==> config.mk <==
export PLATFORM = sky130hd
export DESIGN_NAME = utlb
export DESIGN_NICKNAME = d
export VERILOG_FILES = /design/src/rtl/utlb_pkg.sv /design/src/rtl/utlb_cmd_dec.sv /design/src/rtl/utlb_tag_cam.sv /design/src/rtl/utlb_victim.sv /design/src/rtl/utlb.sv
export SDC_FILE = /design/constraint.sdc
export NUM_CORES = 1
export LEC_CHECK = 0
export ABC_AREA = 1
export BUFFER_PORTS_ARGS = -buffer_cell sky130_fd_sc_hd__buf_4
export CORE_ASPECT_RATIO = 1.25
export CORE_UTILIZATION = 30
export CTS_BUF_LIST = sky130_fd_sc_hd__clkbuf_8
export CTS_CLUSTER_DIAMETER = 60
export CTS_CLUSTER_SIZE = 10
export DETAILED_ROUTE_END_ITERATION = 8
export GPL_ROUTABILITY_DRIVEN = 1
export GPL_TIMING_DRIVEN = 0
export PLACE_DENSITY = 0.42
export SLEW_MARGIN = 20
export SYNTH_ARGS = -nofsm -noshare
export SYNTH_HDL_FRONTEND = slang
export SYNTH_SLANG_ARGS = --single-unit
==> constraint.sdc <==
create_clock -name clk -period 9 [get_ports clk]
set_clock_uncertainty 0.05 [all_clocks]
set_input_delay 0.45 -clock clk [delete_from_list [all_inputs] [get_ports clk]]
set_output_delay 0.45 -clock clk [all_outputs]
set_load 0.1 [all_outputs]
==> src/rtl/utlb_pkg.sv <==
package utlb_pkg;

  typedef enum logic [2:0] {
    MOP_IDLE       = 3'd0,
    MOP_WRITE      = 3'd1,
    MOP_WRITE_KEEP = 3'd2,
    MOP_UFLUSH     = 3'd3,
    MOP_PROBE      = 3'd4,
    MOP_READ       = 3'd5,
    MOP_GETIDX     = 3'd6,
    MOP_RSVD       = 3'd7
  } mop_e;

  // True for the main-TLB commands that empty the micro-TLB.
  function automatic logic mop_clears(input logic [2:0] op);
    return (op == MOP_WRITE) || (op == MOP_UFLUSH);
  endfunction

endpackage

==> src/rtl/utlb_cmd_dec.sv <==
module utlb_cmd_dec
  import utlb_pkg::*;
(
  input  logic       mcmd_valid,
  input  logic [2:0] mcmd_op,
  output logic       clr_all
);

  // The explicit flush depends on the command code alone; no index state gates it.
  always_comb begin
    clr_all = mcmd_valid && mop_clears(mcmd_op);
  end

endmodule

==> src/rtl/utlb_tag_cam.sv <==
module utlb_tag_cam #(
  parameter int N_ENT  = 8,
  parameter int VPN_W  = 19,
  parameter int ASID_W = 8
) (
  input  logic                     clk,
  input  logic                     rst,
  input  logic                     clr,
  input  logic                     wr_en,
  input  logic [$clog2(N_ENT)-1:0] wr_idx,
  input  logic [VPN_W-1:0]         wr_vpn,
  input  logic [ASID_W-1:0]        wr_asid,
  input  logic [VPN_W-1:0]         lk_vpn,
  input  logic [ASID_W-1:0]        lk_asid,
  input  logic [VPN_W-1:0]         cmp_vpn,
  input  logic [ASID_W-1:0]        cmp_asid,
  output logic [N_ENT-1:0]         ent_valid,
  output logic [N_ENT-1:0]         lk_vec,
  output logic [N_ENT-1:0]         cmp_vec
);

  logic [VPN_W-1:0]  vpn_q  [N_ENT];
  logic [ASID_W-1:0] asid_q [N_ENT];

  // Valid bits: a flush outranks a write.
  always_ff @(posedge clk) begin
    if (rst || clr) begin
      ent_valid <= '0;
    end else if (wr_en) begin
      ent_valid[wr_idx] <= 1'b1;
    end
  end

  // Tag storage, no reset needed.
  always_ff @(posedge clk) begin
    if (wr_en) begin
      vpn_q[wr_idx]  <= wr_vpn;
      asid_q[wr_idx] <= wr_asid;
    end
  end

  // Two compare ports: one for lookups, one for the fill being installed.
  for (genvar g = 0; g < N_ENT; g++) begin : g_cmp
    assign lk_vec[g]  = ent_valid[g] && (vpn_q[g] == lk_vpn)  && (asid_q[g] == lk_asid);
    assign cmp_vec[g] = ent_valid[g] && (vpn_q[g] == cmp_vpn) && (asid_q[g] == cmp_asid);
  end

endmodule

==> src/rtl/utlb_victim.sv <==
module utlb_victim #(
  parameter int N_ENT = 8
) (
  input  logic                     clk,
  input  logic                     rst,
  input  logic [N_ENT-1:0]         ent_valid,
  input  logic [N_ENT-1:0]         dup_vec,
  input  logic                     ins_en,
  output logic [$clog2(N_ENT)-1:0] ins_idx
);

  localparam int IW = $clog2(N_ENT);

  logic [IW-1:0] rr_q;
  logic [IW-1:0] free_idx;
  logic [IW-1:0] dup_idx;
  logic          all_full;
  logic          has_dup;

  assign all_full = &ent_valid;
  assign has_dup  = |dup_vec;

  // Lowest free slot, and the slot already holding the fill's tag.
  always_comb begin
    free_idx = '0;
    dup_idx  = '0;
    for (int i = N_ENT - 1; i >= 0; i--) begin
      if (!ent_valid[i]) free_idx = IW'(i);
      if (dup_vec[i])    dup_idx  = IW'(i);
    end
  end

  // Priority: same-tag entry first, then an empty slot, then the rotating pointer.
  always_comb begin
    if (has_dup)       ins_idx = dup_idx;
    else if (!all_full) ins_idx = free_idx;
    else               ins_idx = rr_q;
  end

  // The pointer moves only on a true replacement and survives flushes.
  always_ff @(posedge clk) begin
    if (rst) begin
      rr_q <= '0;
    end else if (ins_en && all_full && !has_dup) begin
      rr_q <= (rr_q == IW'(N_ENT - 1)) ? '0 : rr_q + 1'b1;
    end
  end

endmodule

==> src/rtl/utlb.sv <==
module utlb
  import utlb_pkg::*;
#(
  parameter int N_ENT  = 8,
  parameter int VPN_W  = 19,
  parameter int ASID_W = 8,
  parameter int PFN_W  = 19
) (
  input  logic              clk,
  input  logic              rst,
  input  logic              lk_valid,
  input  logic [VPN_W-1:0]  lk_vpn,
  input  logic [ASID_W-1:0] lk_asid,
  output logic              hit,
  output logic [PFN_W-1:0]  hit_pfn,
  output logic              miss,
  output logic [VPN_W-1:0]  miss_vpn,
  output logic [ASID_W-1:0] miss_asid,
  input  logic              fill_valid,
  input  logic [VPN_W-1:0]  fill_vpn,
  input  logic [ASID_W-1:0] fill_asid,
  input  logic [PFN_W-1:0]  fill_pfn,
  input  logic              mcmd_valid,
  input  logic [2:0]        mcmd_op
);

  localparam int IW = $clog2(N_ENT);

  logic              clr_all;
  logic              stg_valid;
  logic [VPN_W-1:0]  stg_vpn;
  logic [ASID_W-1:0] stg_asid;
  logic [PFN_W-1:0]  stg_pfn;
  logic              ins_en;
  logic [IW-1:0]     ins_idx;
  logic [N_ENT-1:0]  ent_valid;
  logic [N_ENT-1:0]  lk_match;
  logic [N_ENT-1:0]  cmp_match;
  logic [IW-1:0]     lk_idx;
  logic              lk_any;
  logic [PFN_W-1:0]  pfn_mem [N_ENT];

  utlb_cmd_dec u_dec (
    .mcmd_valid (mcmd_valid),
    .mcmd_op    (mcmd_op),
    .clr_all    (clr_all)
  );

  // Fill staging: the response is captured, then installed one edge later.
  always_ff @(posedge clk) begin
    if (rst) stg_valid <= 1'b0;
    else     stg_valid <= fill_valid;
  end

  always_ff @(posedge clk) begin
    if (fill_valid) begin
      stg_vpn  <= fill_vpn;
      stg_asid <= fill_asid;
      stg_pfn  <= fill_pfn;
    end
  end

  // A flush in the install cycle discards the fill.
  assign ins_en = stg_valid && !clr_all;

  utlb_tag_cam #(
    .N_ENT  (N_ENT),
    .VPN_W  (VPN_W),
    .ASID_W (ASID_W)
  ) u_cam (
    .clk       (clk),
    .rst       (rst),
    .clr       (clr_all),
    .wr_en     (ins_en),
    .wr_idx    (ins_idx),
    .wr_vpn    (stg_vpn),
    .wr_asid   (stg_asid),
    .lk_vpn    (lk_vpn),
    .lk_asid   (lk_asid),
    .cmp_vpn   (stg_vpn),
    .cmp_asid  (stg_asid),
    .ent_valid (ent_valid),
    .lk_vec    (lk_match),
    .cmp_vec   (cmp_match)
  );

  utlb_victim #(
    .N_ENT (N_ENT)
  ) u_vic (
    .clk       (clk),
    .rst       (rst),
    .ent_valid (ent_valid),
    .dup_vec   (cmp_match),
    .ins_en    (ins_en),
    .ins_idx   (ins_idx)
  );

  // Encode the lookup match into a read address.
  always_comb begin
    lk_idx = '0;
    for (int i = N_ENT - 1; i >= 0; i--) begin
      if (lk_match[i]) lk_idx = IW'(i);
    end
  end

  assign lk_any = |lk_match;

  // Page-number array: one write port, one registered read port.
  always_ff @(posedge clk) begin
    if (ins_en) pfn_mem[ins_idx] <= stg_pfn;
    hit_pfn <= pfn_mem[lk_idx];
  end

  // Registered result flags and the fill request tag.
  always_ff @(posedge clk) begin
    if (rst) begin
      hit  <= 1'b0;
      miss <= 1'b0;
    end else begin
      hit  <= lk_valid && lk_any;
      miss <= lk_valid && !lk_any;
    end
  end

  always_ff @(posedge clk) begin
    if (lk_valid && !lk_any) begin
      miss_vpn  <= lk_vpn;
      miss_asid <= lk_asid;
    end
  end

endmodule

==> reports/qor.yml <==
run_status:
  outcome: "finished, final reports clean"
setup_path:
  rr_endpoint: "pfn_mem[7][1]"
  start_kind: "register"
  r2r_slack_ps: 3020
  crit_required_ps: 9330
  cp-endpoint: "pfn_mem[7][1]"
  worstSetupPathType: "register to register"
  critPathCaptureType: "register"
  r2r_cells: 15
  setup.worst_path.start: "stg_vpn[10]"
  r2r-start: "stg_vpn[10]"
  arrival_ps: 6310
  path_max_fanout: 26
synth:
  syn_avg_cell_area_um2: 8.81
  synth_edf_count: 441
  synth_area_um2: 24300
  yosys.area.top_type: "edfxtp_1"
  synth_common_cells: "nand2_1, edfxtp_1, inv_1"
  synth_top_cell_area_share: 0.544
  yosysWarnings: 0
  synth_cell_types: 41
  synth_seq_area_share: 0.571
  synthTopCellsByArea: "edfxtp_1, nand2_1, inv_1"
  ys_ff_latch: 474
  synth-main-ff-cell: "edfxtp_1"
  synth_nets: 2845
  yosysMostFrequentCell: "nand2_1"
  async_flop_share: 0
  syn_inst: 2762
pwr:
  cellLeakagePower_nw: 12.1
  power_mw: 4.81
  peakVddDrop_mv: 0.113
  powerDensity_nw_per_um2: 168
global_routing:
  gr-total-overflow: 0
  grt_pass1_vias: 21600
  grt_max_degree: 48
  use_met3: 0.0442
  met1_usage: 0.388
  grt-busiest-layer: "met2"
  antenna_found_initial: 12
  grt_pass1_wl_mm: 183
  use_met2: 0.573
  track_usage: 0.330
detailed_routing:
  drtIter0Drc: 2620
  drc: 0
  wire_per_inst_um: 33.2
  drt-total-wl_mm: 137
  vias: 22200
  dr.pass1.iters: 9
  final_antenna_net_count: 0
  vias_per_cell: 5.36
placed_design:
  port-buffer-count: 127
  dp_cells: 3965
  dpl_cell_area_um2: 26900
  dp_hpwl_mm: 96.3
  place_congestion: 1.05
clock_network:
  cts_made_buffers: 57
  cts_resized: 0
  clock_latency_ps: 750
  clkSlewWorstSetupHoldPaths_ps: 80
  clockBufferDepth: 3
  clock-sinks: 474
  htreeDepth: 2
  clockRootBuffer: "clkbuf_8"
  cts_tree: "yes"
floorplan:
  die_x_um: 257
  start_util: 0.304
  io_pins: 129
  die_y_um: 320
  core_um2: 80100
  die_area_um2: 82300
  row_count: 116
final_layout:
  final_core_util: 0.358
  drive_above_1_share: 0.115
  fin_cells: 4139
  area_growth_pct: 17.9
  regArea_um2: 13900
  multiInputGateArea_um2: 8370
  final_area_um2: 28700
  fill_cells: 8372
  fin_nets: 3117
sta:
  worstMarginPinSlew_ps: 1190
  finalSetupViolCount: 0
  slew_headroom: 0.209
  fmax_mhz: 167
  fin_setup_tns_ps: 0
  period_needed_ps: 5980
  finalCritPeriodShare: 0.664
  rsz0062_at_grt: "false"
  drv_slew: 0
  finalHoldViolations: 0
flow_run:
  max_cap_violations: 0
min_path:
  hold_path.class: "primary input to register"
[through the flow]
stage,worst slack [ps],hold slack (ps)
floorplan,5540,429
finish,3020,73.8
detailed placement,3140,468
global route,3130,36.0
global placement,1510,460
CTS,3100,27.9
[cell usage in the layout (no fill, tap or decap), drive strengths merged]
cell type / count
a211oi: 1
a21oi: 33
a31oi: 1
a32o: 1
and2: 3
and3: 1
buf: 219
bufinv: 2
clkbuf: 68
clkinv: 11
clkinvlp: 1
dfxtp: 33
diode: 4
dlygate4sd3: 72
edfxtp: 441
ha: 2
inv: 453
nand2: 781
nand3: 237
nand3b: 27
nand4: 92
nor2: 233
nor2b: 2
nor3: 44
nor3b: 12
nor4: 13
o2111ai: 4
o211ai: 3
o21ai: 87
o221ai: 1
o22ai: 97
or2: 15
xnor2: 51
xor2: 32
[power by group]
part / total (mW) / internal, mW / leakage (nW) / switching [mW]
registers: 2.57 / 2.47 / 4.31 / 0.102
clock network: 1.54 / 0.662 / 0.624 / 0.874
logic: 0.704 / 0.167 / 7.14 / 0.537
[how the worst min path moves through the flow]
stage                  start       endpoint  cells past startpoint
6_report          lk_asid[7]   miss_asid[7]                      1
3_3_place_gp   u_vic.rr_q[1]  u_vic.rr_q[1]                      2
3_5_place_dp   u_vic.rr_q[0]  u_vic.rr_q[0]                      2
2_1_floorplan  u_vic.rr_q[2]  u_vic.rr_q[2]                      2
5_1_grt           lk_asid[7]   miss_asid[7]                      1
4_1_cts           lk_asid[7]   miss_asid[7]                      1
[routing by layer]
layer | share of wire | up-vias
li1 | - | 9733
met1 | 0.38 | 11000
met2 | 0.49 | 1167
met3 | 0.064 | 310
met4 | 0.065 | 0
met5 | 0 | -
[flip-flops by register name, summed over array words and instances (netlist names)]
| signal | flops |
|---|---|
| u_vic.rr_q | 3 |
| u_cam.ent_valid | 8 |
| hit | 1 |
| miss_vpn | 19 |
| hit_pfn | 19 |
| stg_pfn | 19 |
| pfn_mem | 152 |
| u_cam.asid_q | 64 |
| miss | 1 |
| stg_vpn | 19 |
| stg_valid | 1 |
| stg_asid | 8 |
| u_cam.vpn_q | 152 |
| miss_asid | 8 |
[cells by family after synthesis]
| kind of cell | after synthesis | share of synthesized area |
|---|---|---|
| AO/OA/AOI/OAI | 228 | 0.0535 |
| buffers and inverters | 515 | 0.0852 |
| XOR/XNOR | 83 | 0.0299 |
| adder cells (fa/ha/maj) | 2 | 0.00103 |
| flip-flops | 474 | 0.571 |
| AND/OR/NAND/NOR | 1460 | 0.259 |
[what timing repair did]
action / CTS / global route
hold buffers: 72 / 0
setup buffers: 0 / 0
endpoints found under the hold margin: 76 / 0
[cell type report]
| cell class | count | area share |
|---|---|---|
| Sequential cell | 474 | 0.484 |
| Multi-Input combinational cell | 1773 | 0.291 |
| Timing Repair Buffer | 213 | 0.0684 |
| Inverter | 428 | 0.0567 |
| Tap cell | 1062 | 0.0463 |
| Clock buffer | 59 | 0.0283 |
| Buffer | 87 | 0.0163 |
| Clock inverter | 39 | 0.00763 |
| Antenna cell | 4 | 0.000349 |
[critical path, cell delays in order, from the launching register on]
cell      delay (ps)
edfxtp_1        1030
buf_2            650
inv_1            500
nand2_1          190
nor3b_1          330
nand2_1          100
nor2_1           100
nand3_1          130
o21ai_0          920
nand2_1          260
nand2_1          120
nand2_1           90
a21oi_1          230
nand2_1          170
inv_4            400
buf_12           270
Note: power is estimated with default switching activity, not from simulation.
